### config.mk
export PLATFORM = sky130hd
export DESIGN_NAME = shared_sram_window
export DESIGN_NICKNAME = d
export VERILOG_FILES = /design/src/rtl/swin_pkg.sv /design/src/rtl/swin_owner.sv /design/src/rtl/swin_route.sv /design/src/rtl/swin_ret.sv /design/src/rtl/shared_sram_window.sv
export SDC_FILE = /design/constraint.sdc
export NUM_CORES = 1
export LEC_CHECK = 0
export BUFFER_PORTS_ARGS = -buffer_cell sky130_fd_sc_hd__buf_4
export CELL_PAD_IN_SITES_DETAIL_PLACEMENT = 1
export CELL_PAD_IN_SITES_GLOBAL_PLACEMENT = 1
export CORE_MARGIN = 3
export CORE_UTILIZATION = 20
export DETAILED_ROUTE_END_ITERATION = 10
export PLACE_DENSITY_LB_ADDON = 0.25
export SLEW_MARGIN = 5
export SYNTH_ARGS = -nofsm -noshare
export SYNTH_HDL_FRONTEND = slang
export SYNTH_SLANG_ARGS = --single-unit
### constraint.sdc
create_clock -name clk -period 1.2 [get_ports clk]
set_clock_uncertainty 0.15 [all_clocks]
set_input_delay 0 -clock clk [delete_from_list [all_inputs] [get_ports clk]]
set_output_delay 0 -clock clk [all_outputs]
set_load 0.01 [all_outputs]
### src/rtl/swin_pkg.sv
package swin_pkg;
    typedef enum logic {
        OWN_HOST = 1'b0,
        OWN_CON  = 1'b1
    } owner_e;
endpackage

### src/rtl/swin_owner.sv
module swin_owner
    import swin_pkg::*;
(
    input  logic   clk,
    input  logic   rst_n,
    input  logic   owner_con,
    input  logic   host_busy,
    input  logic   con_busy,
    output owner_e owner_q
);
    typedef struct packed {
        owner_e owner;
    } own_state_t;

    own_state_t st_d, st_q;

    always_comb begin
        st_d = st_q;
        // switch only while the current owner's bus is quiet
        if (st_q.owner == OWN_HOST) begin
            if (!host_busy) st_d.owner = owner_con ? OWN_CON : OWN_HOST;
        end else begin
            if (!con_busy) st_d.owner = owner_con ? OWN_CON : OWN_HOST;
        end
    end

    always_ff @(posedge clk) begin
        if (!rst_n) st_q <= '{owner: OWN_HOST};
        else        st_q <= st_d;
    end

    assign owner_q = st_q.owner;
endmodule

### src/rtl/swin_route.sv
module swin_route
    import swin_pkg::*;
#(
    parameter int unsigned LO_W      = 8,
    parameter int unsigned PAGE_W    = 4,
    parameter int unsigned DATA_W    = 8,
    parameter int unsigned MBOX_BASE = 4088,
    localparam int unsigned ADDR_W   = LO_W + PAGE_W
) (
    input  owner_e              owner,
    input  logic [PAGE_W-1:0]   page,
    input  logic                host_sel,
    input  logic                host_rd,
    input  logic                host_wr,
    input  logic [LO_W-1:0]     host_addr,
    input  logic [DATA_W-1:0]   host_wdata,
    input  logic                con_sel,
    input  logic [ADDR_W-1:0]   con_addr,
    output logic                con_hit,
    output logic                ram_cs,
    output logic                ram_oe,
    output logic                ram_we,
    output logic [ADDR_W-1:0]   ram_addr,
    output logic [DATA_W-1:0]   ram_wdata
);
    logic host_act;

    always_comb begin
        host_act = host_sel && (host_rd || host_wr);
        con_hit  = con_sel && (con_addr < ADDR_W'(MBOX_BASE));
        if (owner == OWN_HOST) begin
            ram_addr  = {page, host_addr};
            ram_cs    = host_act;
            ram_we    = host_sel && host_wr;
            ram_oe    = host_sel && host_rd && !host_wr;
            ram_wdata = host_wdata;
        end else begin
            ram_addr  = con_addr;
            ram_cs    = con_hit;
            ram_we    = 1'b0;
            ram_oe    = con_hit;
            ram_wdata = '0;
        end
    end
endmodule

### src/rtl/swin_ret.sv
module swin_ret
    import swin_pkg::*;
#(
    parameter int unsigned DATA_W = 8
) (
    input  logic              clk,
    input  logic              rst_n,
    input  owner_e            owner,
    input  logic              host_read,
    input  logic              con_sel,
    input  logic              con_hit,
    input  logic [DATA_W-1:0] ram_rdata,
    output logic [DATA_W-1:0] host_rdata,
    output logic [DATA_W-1:0] con_rdata,
    output logic              con_drive
);
    typedef struct packed {
        logic [DATA_W-1:0] host_data;
        logic [DATA_W-1:0] con_data;
        logic              drive;
    } ret_state_t;

    ret_state_t st_d, st_q;

    always_comb begin
        st_d = st_q;
        if (host_read)
            st_d.host_data = (owner == OWN_HOST) ? ram_rdata : '1;
        st_d.drive    = con_sel && con_hit && (owner == OWN_CON);
        st_d.con_data = st_d.drive ? ram_rdata : '1;
    end

    always_ff @(posedge clk) begin
        if (!rst_n) st_q <= '{host_data: '1, con_data: '1, drive: 1'b0};
        else        st_q <= st_d;
    end

    assign host_rdata = st_q.host_data;
    assign con_rdata  = st_q.con_data;
    assign con_drive  = st_q.drive;
endmodule

### src/rtl/shared_sram_window.sv
module shared_sram_window
    import swin_pkg::*;
#(
    parameter int unsigned LO_W      = 8,
    parameter int unsigned PAGE_W    = 4,
    parameter int unsigned DATA_W    = 8,
    parameter int unsigned MBOX_BASE = 4088,
    localparam int unsigned ADDR_W   = LO_W + PAGE_W
) (
    input  logic              clk,
    input  logic              rst_n,
    input  logic              owner_con,
    input  logic [PAGE_W-1:0] page,
    input  logic              host_sel,
    input  logic              host_rd,
    input  logic              host_wr,
    input  logic [LO_W-1:0]   host_addr,
    input  logic [DATA_W-1:0] host_wdata,
    output logic [DATA_W-1:0] host_rdata,
    input  logic              con_sel,
    input  logic [ADDR_W-1:0] con_addr,
    output logic [DATA_W-1:0] con_rdata,
    output logic              con_drive,
    output logic              ram_cs,
    output logic              ram_oe,
    output logic              ram_we,
    output logic [ADDR_W-1:0] ram_addr,
    output logic [DATA_W-1:0] ram_wdata,
    input  logic [DATA_W-1:0] ram_rdata
);
    owner_e own_q;
    logic   con_hit;
    logic   host_busy;
    logic   host_read;

    assign host_busy = host_sel && (host_rd || host_wr);
    assign host_read = host_sel && host_rd && !host_wr;

    swin_owner u_owner (
        .clk       (clk),
        .rst_n     (rst_n),
        .owner_con (owner_con),
        .host_busy (host_busy),
        .con_busy  (con_sel),
        .owner_q   (own_q)
    );

    swin_route #(
        .LO_W(LO_W), .PAGE_W(PAGE_W), .DATA_W(DATA_W), .MBOX_BASE(MBOX_BASE)
    ) u_route (
        .owner      (own_q),
        .page       (page),
        .host_sel   (host_sel),
        .host_rd    (host_rd),
        .host_wr    (host_wr),
        .host_addr  (host_addr),
        .host_wdata (host_wdata),
        .con_sel    (con_sel),
        .con_addr   (con_addr),
        .con_hit    (con_hit),
        .ram_cs     (ram_cs),
        .ram_oe     (ram_oe),
        .ram_we     (ram_we),
        .ram_addr   (ram_addr),
        .ram_wdata  (ram_wdata)
    );

    swin_ret #(.DATA_W(DATA_W)) u_ret (
        .clk        (clk),
        .rst_n      (rst_n),
        .owner      (own_q),
        .host_read  (host_read),
        .con_sel    (con_sel),
        .con_hit    (con_hit),
        .ram_rdata  (ram_rdata),
        .host_rdata (host_rdata),
        .con_rdata  (con_rdata),
        .con_drive  (con_drive)
    );
endmodule

# After elaboration in Yosys (flattened, before gate mapping)
# Cells that the tools add are included.
[word_totals] reg_bits=18 input_bits=47 output_inout_bits=40 wordCells=25
[op_classes] magnitude_cmp=1 n_mux=10 reduce_logical=10
[ops] cell="$mux W8" count=2
[ops] cell="$lt A12 B12 Y1 const B" count=1
[ops] cell="$mux W12" count=1
[ops] cell="$logic_and A1 B1 Y1" count=7
[ops] cell="$mux W1" count=7
[ops] cell="$reduce_and A2 Y1" count=1
[ops] cell="$logic_not A1 Y1" count=1
[ops] cell="$logic_or A1 B1 Y1" count=1

# Logic depth before layout (Yosys ltp)
[depth] ltp_word=5 depth_mapped=4 mapped_depth_nobuf=3

# Cells and area by module
# A second synthesis with hierarchy kept.
[hier_totals] cells_unflattened=94 area_unflattened_um2=938.4
[modules_own_cells] mod="swin_ret" n_inst=1 cells_each=53 area_each_um2=558.0 seq_area_each_um2=340.3
[modules_own_cells] mod="swin_route" n_inst=1 cells_each=34 area_each_um2=324.1 seq_area_each_um2=0.0
[modules_own_cells] mod="swin_owner" n_inst=1 cells_each=5 area_each_um2=40.0 seq_area_each_um2=20.0
[modules_own_cells] mod="shared_sram_window" n_inst=1 cells_each=2 area_each_um2=16.3 seq_area_each_um2=0.0

# Worst setup path after synthesis
# Ideal clock, no wire load.
[synth_timing] path_kind="register to register" start="reg u_owner.st_q (netlist: u_owner.owner_q)" end="reg u_ret.st_q, in the netlist u_ret.con_rdata[0]" setup_ps=120 arrival_ps=842 required_ps=930 setup_slack_ps=88 stages_incl_launch_ff=4 path_buffers=0 synth_period_minus_slack_ps=1112 cell_sequence="dfxtp_1 -> and3_4 -> o31ai_4 -> or2_1"
[synth_between] elab_chain_len=2
[synth_rtl] element="from (decl)" line="swin_owner.sv:15" rtl="own_state_t st_d, st_q;"
[synth_rtl] element="from (signal assigned)" line="swin_owner.sv:28" rtl="if (!rst_n) st_q <= '{owner: OWN_HOST};"
[synth_rtl] element="from (signal assigned)" line="swin_owner.sv:29" rtl="else st_q <= st_d;"
[synth_rtl] element="$logic_and A1 B1 Y1" line="swin_ret.sv:29" rtl="st_d.drive = con_sel && con_hit && (owner == OWN_CON);"
[synth_rtl] element="$reduce_and A2 Y1 (no source line)"
[synth_rtl] element="to (signal assigned)" line="swin_ret.sv:34" rtl="if (!rst_n) st_q <= '{host_data: '1, con_data: '1, drive: 1'b0};"
[synth_rtl] element="to (signal assigned)" line="swin_ret.sv:35" rtl="else st_q <= st_d;"
[synth_rtl] element="to (decl)" line="swin_ret.sv:23" rtl="ret_state_t st_d, st_q;"
# No other way between the ends.
# A chain may end at the register's enable or synchronous reset.

# Final worst setup path
[layout_timing] start="reg u_owner.st_q (netlist: u_owner.owner_q)" end="out ram_addr[2]"
[layout_between] elab_chain_len=1
[layout_rtl] element="$mux W12" line="swin_route.sv:31" rtl="if (owner == OWN_HOST) begin"
[layout_rtl] element="to (decl)" line="shared_sram_window.sv:27" rtl="output logic [ADDR_W-1:0] ram_addr,"
# No other way between the ends.

==> metrics.txt <==
IO buf count=86; Synth Instances=91; initial antenna violation count=0; Peak VDD IR=0.344 mV; Vias/cell=4.50; Detailed Routing Iterations Pass 1=4; TritonCTS clock tree=yes; worst hold path type=input pin to flip-flop; Synth area leaders=dfxtp_1, mux2_2, nor2b_1; # diodes=0; slowest stage cell, crit path=dfxtp_4; initial DRC count=32; hold slack=-0.0201 ns; Filler Cell Count=444; die area=5110 um^2; Pwr Density=842 nW/um^2; sequential share of power=36.9%; CTS Hold Bufs=10; Power Internal=1.27 mW; vias in the first global route=1273; status=complete, but fails checks; Die X=71.5 um; Reg clk slew, reported paths=0.06 ns; GR Overflow Total=0; Yosys warnings=0; core area=4060 um^2; most common cell after layout, fill and taps aside=buf_4; die height=71.5 um; IO Count=87; DRC=0; Data required, critical path=1.05 ns; GRT Util Overall=14.6%; mapped cell area=857 um^2; maxcap violations=0; vias=1097; routability-driven placement congestion ratio=0.760; CP cell instances=buf_16 -> mux2_4 -> buf_6; power share of the clock group=28.3%; RSZ-0062 raised after global routing=true; Initial Util=21.1%; # H-tree levels=1; wire per inst=15.4 um; Post-Syn Nets=138; PnR worst setup slack=-0.185 ns; biggest area consumer among synthesized cells=dfxtp_1; Max Freq=0.722 GHz; syn_area_per_cell=9.42 um^2; sequential area share after synthesis=42.0%; first-pass GRT wire length=5.93 mm; Worst Tran Pin Value=0.613 ns; critical path data arrival time=1.24 ns; Setup-failing EPs final=30; largest net degree at the start of global routing=11; register bit total from synthesis=18; Startpoint Class=flip-flop; Final Hold Vio Count=1; nature of the critical path endpoint=primary output; clk buf depth=2; relative slew slack=59.0%; Antenna Nets Post-Route=0; Sw Pwr=420 uW; Placed Area=1580 um^2; Clock Latency Late Sink=0.25 ns; Lkg Pwr=0.937 nW; CP max stage delay=0.40 ns; period utilization=115%; Clk Tree Root Cell=clkbuf_8; share of cells above drive strength 1=67.0%; Yosys top cell area share=42.0%; failing checks=negative hold slack, negative setup slack; Crit Path Class=flip-flop to primary output; # rows=23; crit-path max FO=8; Inserted Clock Buffers=3; combinational fraction of design power=34.9%; Sw Ratio=24.8%; synth unique cells=21; fin crit period=1.39 ns; Sink Count=18; Final Cell Area=2010 um^2; Slew Viols, Final=0; WL final=3.77 mm; # nets final=242; Layout area overhead=135%; HPWL Detailed=2.80 mm; most frequent cells in the layout=buf_4, buf_6, dfxtp_1
## registers in the layout, indices dropped and copies added, names as in the netlist
| signal | flops |
|---|---|
| u_ret.con_rdata | 8 |
| u_ret.con_drive | 1 |
| u_owner.owner_q | 1 |
| u_ret.host_rdata | 8 |
## Yosys cell counts
cell type  instances
nand3_1            1
buf_2              2
o22ai_1            1
nor3_1             9
nand4_1            1
o21ai_0           10
buf_6              2
and3b_1            1
inv_1              1
nor2b_1            9
dfxtp_1           18
nor2_1             8
nand2b_1           1
and3_2             1
mux2_2            12
nand3b_1           1
and2_1             1
and3_4             1
nand2_1            2
o31ai_4            1
or2_1              8
## worst max-delay path: cells and delay by family (launching register included)
| kind | cells | cell delay, ns |
|---|---|---|
| flip-flops | 1 | 0.40 |
| multiplexers | 1 | 0.31 |
| buffers and inverters | 2 | 0.27 |
## cell families after synthesis
family	count (synthesis)	synth area share [%]
compound gates	12	9.05
buf+inv	5	4.23
flops	18	42.0
mux	12	15.8
simple gates	44	28.9
## metrics by stage
| step | setup WS (ns) | power, mW | std cells | setup TNS [ns] | utilization [%] |
|---|---|---|---|---|---|
| after floorplan | 0.0876 | 0.791 | 91 | 0 | - |
| after global placement | -0.0174 | 1.06 | 227 | -0.231 | 38.8 |
| after detailed placement | -0.0838 | 1.06 | 227 | -1.32 | 38.8 |
| after CTS | -0.188 | 1.66 | 243 | -4.16 | 46.7 |
| after global routing | -0.215 | 1.77 | 244 | -5.46 | 49.6 |
| final | -0.185 | 1.69 | 244 | -4.07 | 49.6 |
## power groups by stage
stage	Combinational, mW	Clock (mW)	Sequential, mW
2_1_floorplan	0.150	0	0.641
3_3_place_gp	0.421	0	0.636
3_5_place_dp	0.427	0	0.637
4_1_cts	0.544	0.489	0.625
5_1_grt	0.632	0.513	0.626
6_report	0.591	0.479	0.625
## worst paths after layout
path | start | endpoint | slack [ns] | cells past startpoint
setup / recovery | u_owner.owner_q | ram_addr[2] | -0.19 | 3
hold / removal | host_rd | u_owner.owner_q | -0.02 | 3
setup reg to reg | u_owner.owner_q | u_ret.con_rdata[6] | -0.13 | 4
hold reg to reg | u_ret.host_rdata[3] | u_ret.host_rdata[3] | 0.36 | 2
## cell type report
type                       instances  area (um^2)  share of cell area, %
timing repair buffer             103          910                   45.2
inverter                           1         3.75                  0.186
sequential                        18          364                   18.1
multi-input combinational         68          618                   30.7
clock buffer                       4         55.1                   2.73
tap                               50         62.6                   3.11
## routing by layer
layer	vias up	part of all wire, %	track usage (%)
met5	-	0	0
met4	0	0.80	3.13
met3	5	13	6.17
met2	73	48	25.8
met1	501	39	16.3
li1	518	-	-
## what timing repair did
| action | CTS | global route |
|---|---|---|
| hold endpoints to repair | 17 | 1 |
| buffers inserted | 1 | 1 |
| endpoints found under the setup margin | 31 | 38 |
| resized for setup | 42 | 26 |
| gates cloned | 1 | 0 |
| pin swaps | 2 | 7 |
(Power assumes the default switching activity.)
